`config.mk`:
```
export PLATFORM = sky130hd
export DESIGN_NAME = eprom_burn_seq
export DESIGN_NICKNAME = d
export VERILOG_FILES = /design/src/rtl/eprom_seq_pkg.sv /design/src/rtl/seq_timer.sv /design/src/rtl/addr_walker.sv /design/src/rtl/pulse_tally.sv /design/src/rtl/eprom_burn_seq.sv
export SDC_FILE = /design/constraint.sdc
export NUM_CORES = 1
export LEC_CHECK = 0
export BUFFER_PORTS_ARGS = -buffer_cell sky130_fd_sc_hd__buf_2
export CAP_MARGIN = 10
export CORE_ASPECT_RATIO = 0.7
export CORE_MARGIN = 2
export CORE_UTILIZATION = 30
export DETAILED_ROUTE_END_ITERATION = 8
export HOLD_SLACK_MARGIN = 0.12
export SLEW_MARGIN = 10
export SYNTH_ARGS = -nofsm -noshare
export SYNTH_HDL_FRONTEND = slang
export SYNTH_SLANG_ARGS = --single-unit
export TNS_END_PERCENT = 10
```
`constraint.sdc`:
```
create_clock -name clk -period 2.7 [get_ports clk]
set_clock_uncertainty 0.2 [all_clocks]
set_input_delay 0.135 -clock clk [delete_from_list [all_inputs] [get_ports clk]]
set_output_delay 0.135 -clock clk [all_outputs]
set_load 0.01 [all_outputs]
```
`src/rtl/eprom_seq_pkg.sv`:
```
package eprom_seq_pkg;

  // Sequencer phases: programming loop (P*), final verify (V*), terminal states
  typedef enum logic [3:0] {
    S_IDLE,
    S_PFETCH,
    S_PLOAD,
    S_PULSE,
    S_PSETTLE,
    S_VFETCH,
    S_VLOAD,
    S_VSETTLE,
    S_DONE,
    S_FAIL
  } seq_state_e;

endpackage

```
`src/rtl/seq_timer.sv`:
```
// Down-counting interval timer shared by pulse width and settle delay.
module seq_timer #(
  parameter int W = 8
) (
  input  logic         clk,
  input  logic         rst_n,
  input  logic         load,
  input  logic [W-1:0] load_val,
  output logic         expired
);

  logic [W-1:0] cnt_q;
  logic [W-1:0] cnt_d;
  logic         cnt_en;

  always_comb begin
    cnt_en = load || (cnt_q != '0);
    cnt_d  = load ? load_val : (cnt_q - 1'b1);
  end

  always_ff @(posedge clk or negedge rst_n) begin
    if (!rst_n) begin
      cnt_q <= '0;
    end else if (cnt_en) begin
      cnt_q <= cnt_d;
    end
  end

  assign expired = (cnt_q == '0);

endmodule

```
`src/rtl/addr_walker.sv`:
```
// Ascending address counter with a last-location flag.
module addr_walker #(
  parameter int AW = 13
) (
  input  logic          clk,
  input  logic          rst_n,
  input  logic          clr,
  input  logic          step,
  output logic [AW-1:0] addr,
  output logic          at_last
);

  logic [AW-1:0] addr_q;
  logic [AW-1:0] addr_d;
  logic          addr_en;

  always_comb begin
    addr_en = clr || step;
    addr_d  = clr ? '0 : (addr_q + 1'b1);
  end

  always_ff @(posedge clk or negedge rst_n) begin
    if (!rst_n) begin
      addr_q <= '0;
    end else if (addr_en) begin
      addr_q <= addr_d;
    end
  end

  assign addr    = addr_q;
  assign at_last = (addr_q == {AW{1'b1}});

endmodule

```
`src/rtl/pulse_tally.sv`:
```
// Counts pulses given to the current address; flags when the budget is used.
module pulse_tally #(
  parameter int MAX_PULSES = 25
) (
  input  logic clk,
  input  logic rst_n,
  input  logic clr,
  input  logic bump,
  output logic spent
);

  localparam int CW = (MAX_PULSES < 2) ? 1 : $clog2(MAX_PULSES + 1);

  logic [CW-1:0] cnt_q;
  logic [CW-1:0] cnt_d;
  logic          cnt_en;

  always_comb begin
    cnt_en = clr || bump;
    cnt_d  = clr ? '0 : (cnt_q + 1'b1);
  end

  always_ff @(posedge clk or negedge rst_n) begin
    if (!rst_n) begin
      cnt_q <= '0;
    end else if (cnt_en) begin
      cnt_q <= cnt_d;
    end
  end

  assign spent = (cnt_q == CW'(MAX_PULSES));


  tally_bound_chk: assert property (@(posedge clk) disable iff (!rst_n)
    cnt_q <= CW'(MAX_PULSES));

endmodule

```
`src/rtl/eprom_burn_seq.sv`:
```
module eprom_burn_seq
  import eprom_seq_pkg::*;
#(
  parameter int ADDR_W     = 13,
  parameter int DATA_W     = 8,
  parameter int CLK_HZ     = 50_000_000,
  parameter int PULSE_US   = 100,
  parameter int MAX_PULSES = 25,
  parameter int SETTLE_CYC = 4
) (
  input  logic              clk,
  input  logic              rst_n,
  input  logic              start,
  output logic [ADDR_W-1:0] src_addr,
  input  logic [DATA_W-1:0] src_data,
  output logic [ADDR_W-1:0] tgt_addr,
  output logic [DATA_W-1:0] tgt_dout,
  output logic              tgt_dq_oe,
  input  logic [DATA_W-1:0] tgt_din,
  output logic              tgt_ce_n,
  output logic              tgt_oe_n,
  output logic              tgt_pgm_n,
  output logic              vpp_req,
  output logic              vcc_hi_req,
  output logic              nom_chk_req,
  output logic              done,
  output logic              fail,
  output logic [ADDR_W-1:0] fail_addr
);

  localparam int PULSE_CYC = (CLK_HZ / 1_000_000) * PULSE_US;
  localparam int TMAX      = (PULSE_CYC > SETTLE_CYC) ? PULSE_CYC : SETTLE_CYC;
  localparam int TW        = (TMAX < 2) ? 1 : $clog2(TMAX + 1);
  localparam logic [TW-1:0] PULSE_LD  = TW'(PULSE_CYC - 1);
  localparam logic [TW-1:0] SETTLE_LD = TW'(SETTLE_CYC - 1);

  seq_state_e st_q, st_d;
  logic [DATA_W-1:0] byte_q;
  logic [ADDR_W-1:0] fail_addr_q;
  logic [ADDR_W-1:0] walk_addr;
  logic              at_last;
  logic              byte_ld, walk_clr, walk_step;
  logic              tal_clr, tal_bump, spent;
  logic              tm_load, tm_exp, fail_ld;
  logic [TW-1:0]     tm_val;
  logic              rd_match;

  seq_timer #(.W(TW)) u_timer (
    .clk      (clk),
    .rst_n    (rst_n),
    .load     (tm_load),
    .load_val (tm_val),
    .expired  (tm_exp)
  );

  addr_walker #(.AW(ADDR_W)) u_walker (
    .clk     (clk),
    .rst_n   (rst_n),
    .clr     (walk_clr),
    .step    (walk_step),
    .addr    (walk_addr),
    .at_last (at_last)
  );

  pulse_tally #(.MAX_PULSES(MAX_PULSES)) u_tally (
    .clk   (clk),
    .rst_n (rst_n),
    .clr   (tal_clr),
    .bump  (tal_bump),
    .spent (spent)
  );

  assign rd_match = (tgt_din == byte_q);

  // Next-state logic
  always_comb begin
    st_d      = st_q;
    byte_ld   = 1'b0;
    walk_clr  = 1'b0;
    walk_step = 1'b0;
    tal_clr   = 1'b0;
    tal_bump  = 1'b0;
    tm_load   = 1'b0;
    tm_val    = PULSE_LD;
    fail_ld   = 1'b0;
    case (st_q)
      S_IDLE, S_DONE, S_FAIL: begin
        if (start) begin
          walk_clr = 1'b1;
          st_d     = S_PFETCH;
        end
      end
      S_PFETCH: st_d = S_PLOAD;
      S_PLOAD: begin
        byte_ld = 1'b1;
        if (src_data == {DATA_W{1'b1}}) begin
          if (at_last) begin
            walk_clr = 1'b1;
            st_d     = S_VFETCH;
          end else begin
            walk_step = 1'b1;
            st_d      = S_PFETCH;
          end
        end else begin
          tal_clr = 1'b1;
          tm_load = 1'b1;
          tm_val  = PULSE_LD;
          st_d    = S_PULSE;
        end
      end
      S_PULSE: begin
        if (tm_exp) begin
          tal_bump = 1'b1;
          tm_load  = 1'b1;
          tm_val   = SETTLE_LD;
          st_d     = S_PSETTLE;
        end
      end
      S_PSETTLE: begin
        if (tm_exp) begin
          if (rd_match) begin
            if (at_last) begin
              walk_clr = 1'b1;
              st_d     = S_VFETCH;
            end else begin
              walk_step = 1'b1;
              st_d      = S_PFETCH;
            end
          end else if (spent) begin
            fail_ld = 1'b1;
            st_d    = S_FAIL;
          end else begin
            tm_load = 1'b1;
            tm_val  = PULSE_LD;
            st_d    = S_PULSE;
          end
        end
      end
      S_VFETCH: st_d = S_VLOAD;
      S_VLOAD: begin
        byte_ld = 1'b1;
        tm_load = 1'b1;
        tm_val  = SETTLE_LD;
        st_d    = S_VSETTLE;
      end
      S_VSETTLE: begin
        if (tm_exp) begin
          if (!rd_match) begin
            fail_ld = 1'b1;
            st_d    = S_FAIL;
          end else if (at_last) begin
            st_d = S_DONE;
          end else begin
            walk_step = 1'b1;
            st_d      = S_VFETCH;
          end
        end
      end
      default: st_d = S_IDLE;
    endcase
  end

  // Registers
  always_ff @(posedge clk or negedge rst_n) begin
    if (!rst_n) begin
      st_q <= S_IDLE;
    end else begin
      st_q <= st_d;
    end
  end

  always_ff @(posedge clk or negedge rst_n) begin
    if (!rst_n) begin
      byte_q <= '0;
    end else if (byte_ld) begin
      byte_q <= src_data;
    end
  end

  always_ff @(posedge clk or negedge rst_n) begin
    if (!rst_n) begin
      fail_addr_q <= '0;
    end else if (fail_ld) begin
      fail_addr_q <= walk_addr;
    end
  end

  // Output decode
  always_comb begin
    tgt_pgm_n   = (st_q != S_PULSE);
    tgt_oe_n    = !((st_q == S_PSETTLE) || (st_q == S_VSETTLE));
    tgt_ce_n    = !((st_q == S_PULSE) || (st_q == S_PSETTLE) || (st_q == S_VSETTLE));
    tgt_dq_oe   = (st_q == S_PULSE);
    vpp_req     = (st_q == S_PFETCH) || (st_q == S_PLOAD) ||
                  (st_q == S_PULSE)  || (st_q == S_PSETTLE);
    vcc_hi_req  = vpp_req;
    nom_chk_req = (st_q == S_VFETCH) || (st_q == S_VLOAD) || (st_q == S_VSETTLE);
    done        = (st_q == S_DONE);
    fail        = (st_q == S_FAIL);
  end

  assign src_addr  = walk_addr;
  assign tgt_addr  = walk_addr;
  assign tgt_dout  = byte_q;
  assign fail_addr = fail_addr_q;


  pulse_strobe_chk: assert property (@(posedge clk) disable iff (!rst_n)
    !tgt_pgm_n |-> (!tgt_ce_n && tgt_oe_n && tgt_dq_oe));


  pulse_addr_chk: assert property (@(posedge clk) disable iff (!rst_n)
    (!tgt_pgm_n && $past(!tgt_pgm_n)) |-> ($stable(tgt_addr) && $stable(tgt_dout)));


  pulse_supply_chk: assert property (@(posedge clk) disable iff (!rst_n)
    (!tgt_pgm_n || (!tgt_oe_n && !nom_chk_req)) |-> (vpp_req && vcc_hi_req));


  ff_skip_chk: assert property (@(posedge clk) disable iff (!rst_n)
    !tgt_pgm_n |-> (tgt_dout != {DATA_W{1'b1}}));


  addr_climb_chk: assert property (@(posedge clk) disable iff (!rst_n)
    ((tgt_addr != $past(tgt_addr)) && (tgt_addr != '0)) |->
      (tgt_addr == ADDR_W'($past(tgt_addr) + 1'b1)));


  done_fail_excl_chk: assert property (@(posedge clk) disable iff (!rst_n)
    !(done && fail));

endmodule

```
# --- Yosys cells after proc, flatten, opt, wreduce, memory -nomap -nowiden ---
# Index checks and enable logic that the tools add are counted.
word_totals:
  mem_bits_ro: 0
  input_bits: 19
  output_inout_bits: 56
  ramBits: 0
  mem_count: 0
  latch_bits: 0
  elab_cells: 89
  reg_bits: 56
op_classes:
  magnitude_cmp: 0
  div: 0
  mul: 0
  n_eq_ne: 18
  n_mux: 42
  reduce_logical: 20
  shift: 0
  addsub: 3
  n_bitwise: 0
ops:
  columns: ["operator", "n"]
  rows:
  - ["13-bit 2-to-1 mux", 3]
  - ["4-bit 2-to-1 mux", 8]
  - ["4-bit one-hot mux with 8 select lines", 1]
  - ["13-bit one-hot mux with 2 select lines", 1]
  - ["1-bit 2-to-1 mux", 22]
  - ["4-bit by 3-bit == test with 1-bit output (second input constant)", 4]
  - ["13-bit by 1-bit adder with 13-bit output (second input constant)", 1]
  - ["13-bit == test (second input constant)", 1]
  - ["13-bit logical NOT", 1]
  - ["13-bit nonzero test", 1]
  - ["13-bit by 1-bit subtractor with 13-bit output (second input constant)", 1]
  - ["1-bit logical OR", 11]
  - ["4-bit by 2-bit == test with 1-bit output (second input constant)", 2]
  - ["4-bit == test (second input constant)", 2]
  - ["8-bit == test", 1]
  - ["8-bit == test (second input constant)", 1]
  - ["3-bit 2-to-1 mux", 2]
  - ["2-bit inequality test (second input constant)", 3]
  - ["5-bit by 1-bit adder with 5-bit output (second input constant)", 1]
  - ["5-bit == test (second input constant)", 1]
  - ["5-bit 2-to-1 mux", 1]
  - ["4-bit by 1-bit == test with 1-bit output (second input constant)", 1]
  - ["4-bit logical NOT", 1]
  - ["4-bit by 2-bit inequality test with 1-bit output (second input constant)", 1]
  - ["8 further kinds", 11]

# --- Logic depth before layout (Yosys ltp) ---
# Gate-level depths: netlist (run 1).
depth:
  word_depth: 6
  mapped_depth: 9
  ltp_nobuf: 8

# --- By module ---
# From an unflattened synthesis (run 1), not the netlist that was laid out.
hier_totals:
  hier_cells: 326
  area_unflattened_um2: 3291.9
modules_own_cells:
  columns: ["module", "cells_each", "seq_area_each_um2", "instances", "area_each_um2"]
  rows:
  - ["eprom_burn_seq", 149, 625.6, 1, 1576.5]
  - ["seq_timer", 82, 325.3, 1, 767.0]
  - ["addr_walker", 70, 325.3, 1, 668.1]
  - ["pulse_tally", 25, 125.1, 1, 280.3]

# --- Worst setup path before layout (run 1) ---
# OpenSTA, ideal clock, no wires.
synth_timing:
  kind: "register -> register"
  from: "reg u_timer.cnt_q[5]"
  to: "reg fail_addr_q[6] (netlist: fail_addr[6])"
  period_less_slack_ns: 2.548
  setup_ns: 0.125
  t_required_ns: 2.375
  t_arrival_ns: 2.223
  path_buffers: 2
  setup_slack_ns: 0.152
  path_stages_with_launch: 8
  path_cell_list: "dfrtp_1 > or4_4 > nand2b_1 > nor4_4 > and3_1 > buf_2 > buf_6 > mux2_2"
synth_via:
  elab_chain_cells: 3
  word_cells_on_any_way: 4
  cone_classes: "mux: 3; reduce/logical: 1"
synth_lines:
  columns: ["item", "line", "rtl"]
  rows:
  - ["start: declaration", "seq_timer.sv:12", "logic [W-1:0] cnt_q;"]
  - ["start signal: assignment", "seq_timer.sv:25", "cnt_q <= cnt_d;"]
  - ["13-bit logical NOT (*)", "seq_timer.sv:29", "assign expired = (cnt_q == '0);"]
  - ["1-bit 2-to-1 mux (on tied branches)", "eprom_burn_seq.sv:147, eprom_burn_seq.sv:120", null]
  - ["1-bit one-hot mux with 2 select lines (*)", "eprom_burn_seq.sv:86", "case (st_q)"]
  - ["end signal: assignment", "eprom_burn_seq.sv:184", "fail_addr_q <= walk_addr;"]
  - ["end: declaration", "eprom_burn_seq.sv:39", "logic [ADDR_W-1:0] fail_addr_q;"]
# Mark *: on every way between the ends. The rest lies on a longest branch, timed or not.
# A chain may end at the register's enable or synchronous reset.

# --- Worst setup path after layout (run 1) ---
layout_timing:
  from: "reg u_timer.cnt_q[5]"
  to: "reg fail_addr_q[8] (netlist: fail_addr[8])"
# The elaborated chain is that of the path after synthesis.

==> results of run 1 <==
-- area by class of cell --
type,count,area [um^2],area share
Multi-Input combinational cell,254,1630,0.406
Sequential cell,56,1400,0.350
Timing Repair Buffer,100,606,0.151
Tap cell,132,165,0.0413
Clock buffer,5,125,0.0313
Clock inverter,3,46.3,0.0116
Inverter,9,33.8,0.00844
-- flip-flops by register name, summed over array words and instances, names as in the netlist --
signal,cells
fail_addr,13
st_q,4
tgt_dout,8
u_tally.cnt_q,5
u_timer.cnt_q,13
u_walker.addr,13
-- power groups by stage --
stage	Sequential [W]	Clock, W	Combinational, W
detailed placement	0.00122	0	0.00136
floorplan	0.00120	0	0.000912
global route	0.00124	0.000808	0.00155
finish	0.00122	0.000757	0.00139
CTS	0.00120	0.000776	0.00138
global placement	0.00121	0	0.00134
-- path summary, 6_finish.rpt --
path / cells past startpoint / slack [ps] / end / start
min in group clk: 1 / 290 / fail_addr[7] / fail_addr[7]
max in group asynchronous: 3 / 1250 / tgt_dout[1] / rst_n
worst max register to register: 6 / 140 / fail_addr[8] / u_timer.cnt_q[5]
worst min register to register: 1 / 290 / fail_addr[7] / fail_addr[7]
worst min-delay path: 3 / 250 / u_walker.addr[7] / rst_n
worst max-delay path: 6 / 140 / fail_addr[8] / u_timer.cnt_q[5]
-- layout by cell type, fill, tap and decap left out, types with 6 or more instances in the layout --
master / n
buf_2: 74
dfrtp_1: 56
nand2_1: 44
nor2_1: 32
a21oi_1: 23
xnor2_1: 16
buf_4: 14
dlygate4sd3_1: 11
nand4_1: 10
o21ai_0: 10
inv_1: 9
or3_1: 9
nor3_1: 9
mux2_1: 8
xor2_1: 7
and3_1: 6
a21o_1: 6
nand3_1: 6
-- cell families (layout without fill, tap and decap cells) --
group	count (synthesis)	count (layout)
AOI/OAI and AO/OA	67	67
xor gates and xnor gates	23	23
adders and majority gates	4	4
buffers and inverters	36	117
DFF	56	56
muxes	13	13
and+or+nand+nor	147	147
-- worst register-to-register path, delay by kind of cell, from the launching register on --
family / cells / cell delay, ps
buffers and inverters: 1 / 160
DFF: 1 / 430
muxes: 1 / 340
and+or+nand+nor: 4 / 1320
-- routing by layer --
layer	track usage	vias to the layer above
li1	-	1364
met1	0.226	1355
met2	0.211	93
met3	0.0243	6
met4	0.0412	0
met5	0	-
-- stage by stage --
stage           util  worst slack (ps)  area (um^2)  total power, W
5_1_grt        0.385             0.482         4000         0.00360
3_5_place_dp   0.357              77.6         3710         0.00257
2_1_floorplan      -               152         3210         0.00212
3_3_place_gp   0.357               138         3710         0.00256
4_1_cts        0.384              72.2         3990         0.00336
6_report       0.385               139         4000         0.00336
-- cells in the mapped netlist (3+ instances only) --
cell type  instances
dfrtp_1           56
nand2_1           44
nor2_1            32
a21oi_1           23
xnor2_1           16
buf_4             14
clkbuf_1          10
nand4_1           10
o21ai_0           10
inv_1              9
nor3_1             9
or3_1              9
mux2_1             8
xor2_1             7
a21o_1             6
and3_1             6
nand3_1            6
a311oi_1           5
mux2_2             5
ha_1               4
nand2b_1           4
nor4_1             4
o21a_1             4
or2_2              4
a31oi_1            3
nor3b_1            3
o211ai_1           3
-- timing repair --
item,CTS,global route
resized for setup,0,2
hold endpoints to repair,67,0
setup endpoints to repair,0,17
hold buffers,11,0
==> flow_metrics.py, run 1 <==
metrics = {
    "outcome": {
        "status": "completed",
    },
    "final_layout": {
        "antenna_cells": 0,
        "drive_above_1_share": 0.269,
        "final_nets": 449,
        "syn2layout_area_growth_pct": 24.7,
        "stdcell_count": 559,
        "fillers": 1027,
    },
    "global_route": {
        "grtUsageTotal": 0.147,
        "grt_pass1_vias": 2689,
        "grt_pass1_wl_um": 13700,
        "grt_max_degree": 44,
        "antenna_found_initial": 0,
        "overflow": 0,
    },
    "sta": {
        "finalSetupViolations": 0,
        "slew_headroom": 0.508,
        "whs_ps": 253,
        "layout_min_cycle_time_ps": 2560,
        "fmax_ghz": 0.390,
        "drv_slew": 0,
        "rsz0062_at_grt": "no",
        "timing.setup.tns_ps": 0,
        "worst_pin_slew_ps": 730,
        "post-route-period-util": 0.949,
        "timing_hold_violations_final": 0,
    },
    "drt": {
        "via_per_inst": 5.04,
        "topRoutingLayerUsed": "met4",
        "post-route-drc-count": 0,
        "met1_length_um": 4310,
        "drt_iter0_drc": 140,
        "wl_per_cell_um": 14.7,
        "drt_wl_total_um": 8230,
        "num_vias": 2818,
        "first_pass_iters": 4,
        "met2WireLength_um": 3360,
        "drtAntennaViolNets": 0,
        "wl_met3_um": 488,
    },
    "synthesis": {
        "yosysUniqueCellTypes": 48,
        "synth_top_family_by_area": "simple AND/OR/NAND/NOR gates",
        "post-synth-top-area-fraction": 0.436,
        "synthArstFlopShare": 1.00,
        "synth.area.top_cells": "dfrtp_1 44%, nand2_1 5.1%, xnor2_1 4.4%",
        "synth_area_um2": 3210,
        "synth_compound_area_frac": 0.133,
        "synthAdderAreaFrac": 0.0156,
        "ys.warnings.count": 0,
        "syn_nets": 369,
        "synthMuxAreaShare": 0.0456,
        "ys.flop_type": "dfrtp_1",
        "seq_area_frac_synth": 0.436,
        "synth_xor_area_frac": 0.0627,
        "netlist_instances": 346,
        "ys_ff_latch": 56,
        "yosys.area_share.simple": 0.246,
        "syn_area_per_cell_um2": 9.28,
        "synth-edff-count": 0,
        "yosysTopAreaCell": "dfrtp_1",
    },
    "critical_path": {
        "worst_path_largest_cell_delay_ps": 570,
        "worst-path-buf-inv": 1,
        "cp_slowest_cell": "or4_4",
        "cp_data_arrival_time_ps": 2540,
        "cp-end-kind": "register",
        "crit_path_max_fanout": 13,
        "cp-start-kind": "register",
        "cp.required_ps": 2680,
        "path_delay_family": "simple AND/OR/NAND/NOR gates",
        "crit_chain": "or4_4 -> nand2b_1 -> nor4_4 -> and3_1 -> buf_12 -> mux2_1",
        "critPathKind": "reg2reg",
    },
    "clock_network": {
        "clock-sinks": 56,
        "cts_max_path_buffers": 2,
        "clk_latency_ps": 300,
        "path_clk_slew_ps": 70,
        "clockRootBuffer": "clkbuf_16",
        "cts_buffers": 5,
        "post_cts_buffers": 0,
        "cts_tree": "yes",
        "htree_levels": 2,
    },
    "power_and_ir_drop": {
        "leakage_nw": 1.94,
        "pwr-share-seq": 0.362,
        "swShare": 0.392,
        "netSwitchingPower_w": 0.00132,
        "p_comb_frac": 0.413,
        "clkPwrFrac": 0.225,
        "peakVddDrop_uv": 319,
        "powerDensity_nw_per_um2": 839,
        "intPower_w": 0.00204,
    },
    "floorplanning": {
        "initial_utilization": 0.309,
        "die_area_um2": 11600,
        "core_area_um2": 10400,
        "fp-row-count": 31,
        "dieHeight_um": 90.6,
        "top_level_ports": 75,
        "chipWidth_um": 128,
    },
    "placed_design": {
        "io_buffers": 74,
        "dp_hpwl_um": 6200,
        "placed_cells": 540,
        "gp_congestion": 0.885,
    },
    "min_path": {
        "min_path_type": "in2async",
    },
    "flow_run": {
        "maxCapViolations": 0,
    },
}
Power figures use the tool's default switching activity.
==> run 2: changes to the inputs <==
--- a/config.mk
+++ b/config.mk
@@ -5,6 +5,7 @@
 export SDC_FILE = /design/constraint.sdc
 export NUM_CORES = 1
 export LEC_CHECK = 0
+export ABC_AREA = 1
 export BUFFER_PORTS_ARGS = -buffer_cell sky130_fd_sc_hd__buf_2
 export CAP_MARGIN = 10
 export CORE_ASPECT_RATIO = 0.7
==> flow_metrics.py, run 2 <==
metrics = {
    "synthesis": {
        "syn_nets": 501,
        "synth.area.top_cells": "dfrtp_1 39%, nand2_1 11%, inv_1 7.4%",
        "ys_ff_latch": 56,
        "synthArstFlopShare": 1.00,
        "post-synth-top-area-fraction": 0.392,
        "ys.flop_type": "dfrtp_1",
        "synth-edff-count": 0,
        "yosys-top-cells-count": "104 x nand2_1, 70 x inv_1, 56 x dfrtp_1",
        "netlist_instances": 478,
        "synth_most_common_cell": "nand2_1",
        "synth_xor_area_frac": 0.0294,
        "synth_compound_area_frac": 0.0942,
        "ys.warnings.count": 0,
        "syn_area_per_cell_um2": 7.47,
        "yosys.area_share.simple": 0.337,
        "yosysUniqueCellTypes": 37,
        "synth_top_family_by_area": "simple AND/OR/NAND/NOR gates",
        "synthAdderAreaFrac": 0.0140,
        "synth_area_um2": 3570,
        "seq_area_frac_synth": 0.392,
        "synthMuxAreaShare": 0,
        "yosysTopAreaCell": "dfrtp_1",
    },
    "critical_path": {
        "crit_chain": "ha_1 -> nand3_1 -> inv_1 -> nand2_2 -> nor2_4 -> inv_2 -> o22ai_1 -> nor2_1 -> nand3_1 -> nand2_1",
        "cp_slowest_cell": "nor2_1",
        "cp.required_ps": 2730,
        "crit_path_max_fanout": 11,
        "cp_data_arrival_time_ps": 2410,
        "regToRegSetupSlack_ps": 320,
        "critPathKind": "reg2reg",
        "cp-start-kind": "register",
        "worst_path_largest_cell_delay_ps": 580,
        "r2r_start": "u_walker.addr[0]",
        "cp-end-kind": "register",
        "cp-startpoint": "u_walker.addr[0]",
        "cp_common_cell": "nand3_1",
        "endpoint": "u_walker.addr[11]",
        "timing.rr.end": "u_walker.addr[11]",
        "reg2reg_depth": 10,
    },
    "min_path": {
        "min_path_type": "in2async",
    },
    "global_route": {
        "grt_pass1_vias": 3082,
        "overflow": 0,
        "grt_pass1_wl_um": 15000,
        "grt_max_degree": 29,
        "antenna_found_initial": 0,
        "grtUsageTotal": 0.145,
    },
    "final_layout": {
        "antenna_cells": 0,
        "drive_above_1_share": 0.254,
        "final_nets": 574,
        "mostFrequentLayoutCells": "104 x nand2_1, 74 x buf_2, 70 x inv_1",
        "fin_util": 0.365,
        "multi_input_area_um2": 1690,
        "ff_latch_area_um2": 1400,
        "fillers": 1254,
        "syn2layout_area_growth_pct": 18.9,
        "final_common_cell": "nand2_1",
    },
    "clock_network": {
        "clockRootBuffer": "clkbuf_16",
        "clk_latency_ps": 290,
        "clock-sinks": 56,
        "post_cts_buffers": 0,
        "cts_tree": "yes",
        "path_clk_slew_ps": 70,
        "htree_levels": 2,
        "post_cts_resize_count": 0,
        "cts_buffers": 5,
        "ctsHoldBuffers": 11,
        "cts_max_path_buffers": 2,
    },
    "sta": {
        "timing.setup.tns_ps": 0,
        "drv_slew": 0,
        "timing_hold_violations_final": 0,
        "finalSetupViolations": 0,
        "post-route-period-util": 0.883,
        "fmax_ghz": 0.419,
        "worst_pin_slew_ps": 842,
        "whs_ps": 199,
        "worst_slack_ps": 316,
        "layout_min_cycle_time_ps": 2380,
        "slew_headroom": 0.436,
        "rsz0062_at_grt": "no",
    },
    "placed_design": {
        "dp_slack_ps": 345,
        "gp_congestion": 0.838,
        "io_buffers": 74,
        "dp_hpwl_um": 6820,
    },
    "floorplanning": {
        "initial_utilization": 0.307,
        "top_level_ports": 75,
        "die_area_um2": 12800,
        "core_area_um2": 11600,
        "chipWidth_um": 134,
        "dieHeight_um": 95.3,
        "fp-row-count": 33,
    },
    "power_and_ir_drop": {
        "leakage_nw": 2.24,
        "powerDensity_nw_per_um2": 773,
        "peakVddDrop_uv": 357,
    },
    "drt": {
        "drt_iter0_drc": 228,
        "post-route-drc-count": 0,
        "drt_wl_total_um": 8810,
        "first_pass_iters": 4,
        "via_per_inst": 4.54,
        "num_vias": 3216,
        "drtAntennaViolNets": 0,
        "wl_per_cell_um": 12.4,
    },
    "outcome": {
        "status": "completed",
    },
    "flow_run": {
        "maxCapViolations": 0,
    },
}
==> run 2: routing by layer <==
layer  vias up  GRT usage  wire length, um
met5         -          0                0
met4         0     0.0316               68
met3         7     0.0330              368
met2        53      0.233             3950
met1      1509      0.202             4420
li1       1647          -                -
==> run 2: kinds of logic after synthesis <==
| logic type | count (synthesis) |
|---|---|
| xor+xnor | 12 |
| compound gates | 60 |
| buf+inv | 105 |
| simple gates | 241 |
| flops | 56 |
| fa+ha+maj | 4 |
==> run 2: area by class of cell <==
type,instances,share of cell area
multi-input combinational,317,0.399
sequential,56,0.330
timing repair buffer,87,0.117
inverter,84,0.0742
tap,157,0.0462
clock buffer,6,0.0303
clock inverter,2,0.00383
==> run 2: worst min-delay path by stage <==
stage               startpoint          endpoint  slack (ps)
floorplan                rst_n      fail_addr[0]        -360
global placement         rst_n  u_walker.addr[2]        -170
detailed placement       rst_n  u_walker.addr[2]        -170
CTS                      rst_n      fail_addr[9]         210
global route             rst_n      fail_addr[9]         240
finish                   rst_n      fail_addr[9]         200
==> run 2: worst max-delay path, delay by kind of cell (launching register included) <==
family / cells / cell delay (ps)
flip-flops: 1 / 440
AND/OR/NAND/NOR: 6 / 1120
buffers and inverters: 2 / 210
adder cells (fa/ha/maj): 1 / 250
AO/OA/AOI/OAI: 1 / 90
==> run 2: through the flow <==
stage,power (W),cells,instance area (um^2)
finish,0.00328,709,4250
global route,0.00358,709,4250
CTS,0.00332,709,4250
detailed placement,0.00264,690,3990
global placement,0.00261,690,3990
floorplan,0.00229,478,3570
==> run 2: power by group <==
part           leakage [nW]  internal, W  switching [W]
Combinational          1.43     0.000516       0.000920
Clock                0.0671     0.000347       0.000299
Sequential            0.739      0.00102       0.000183
Total                  2.24      0.00188        0.00140
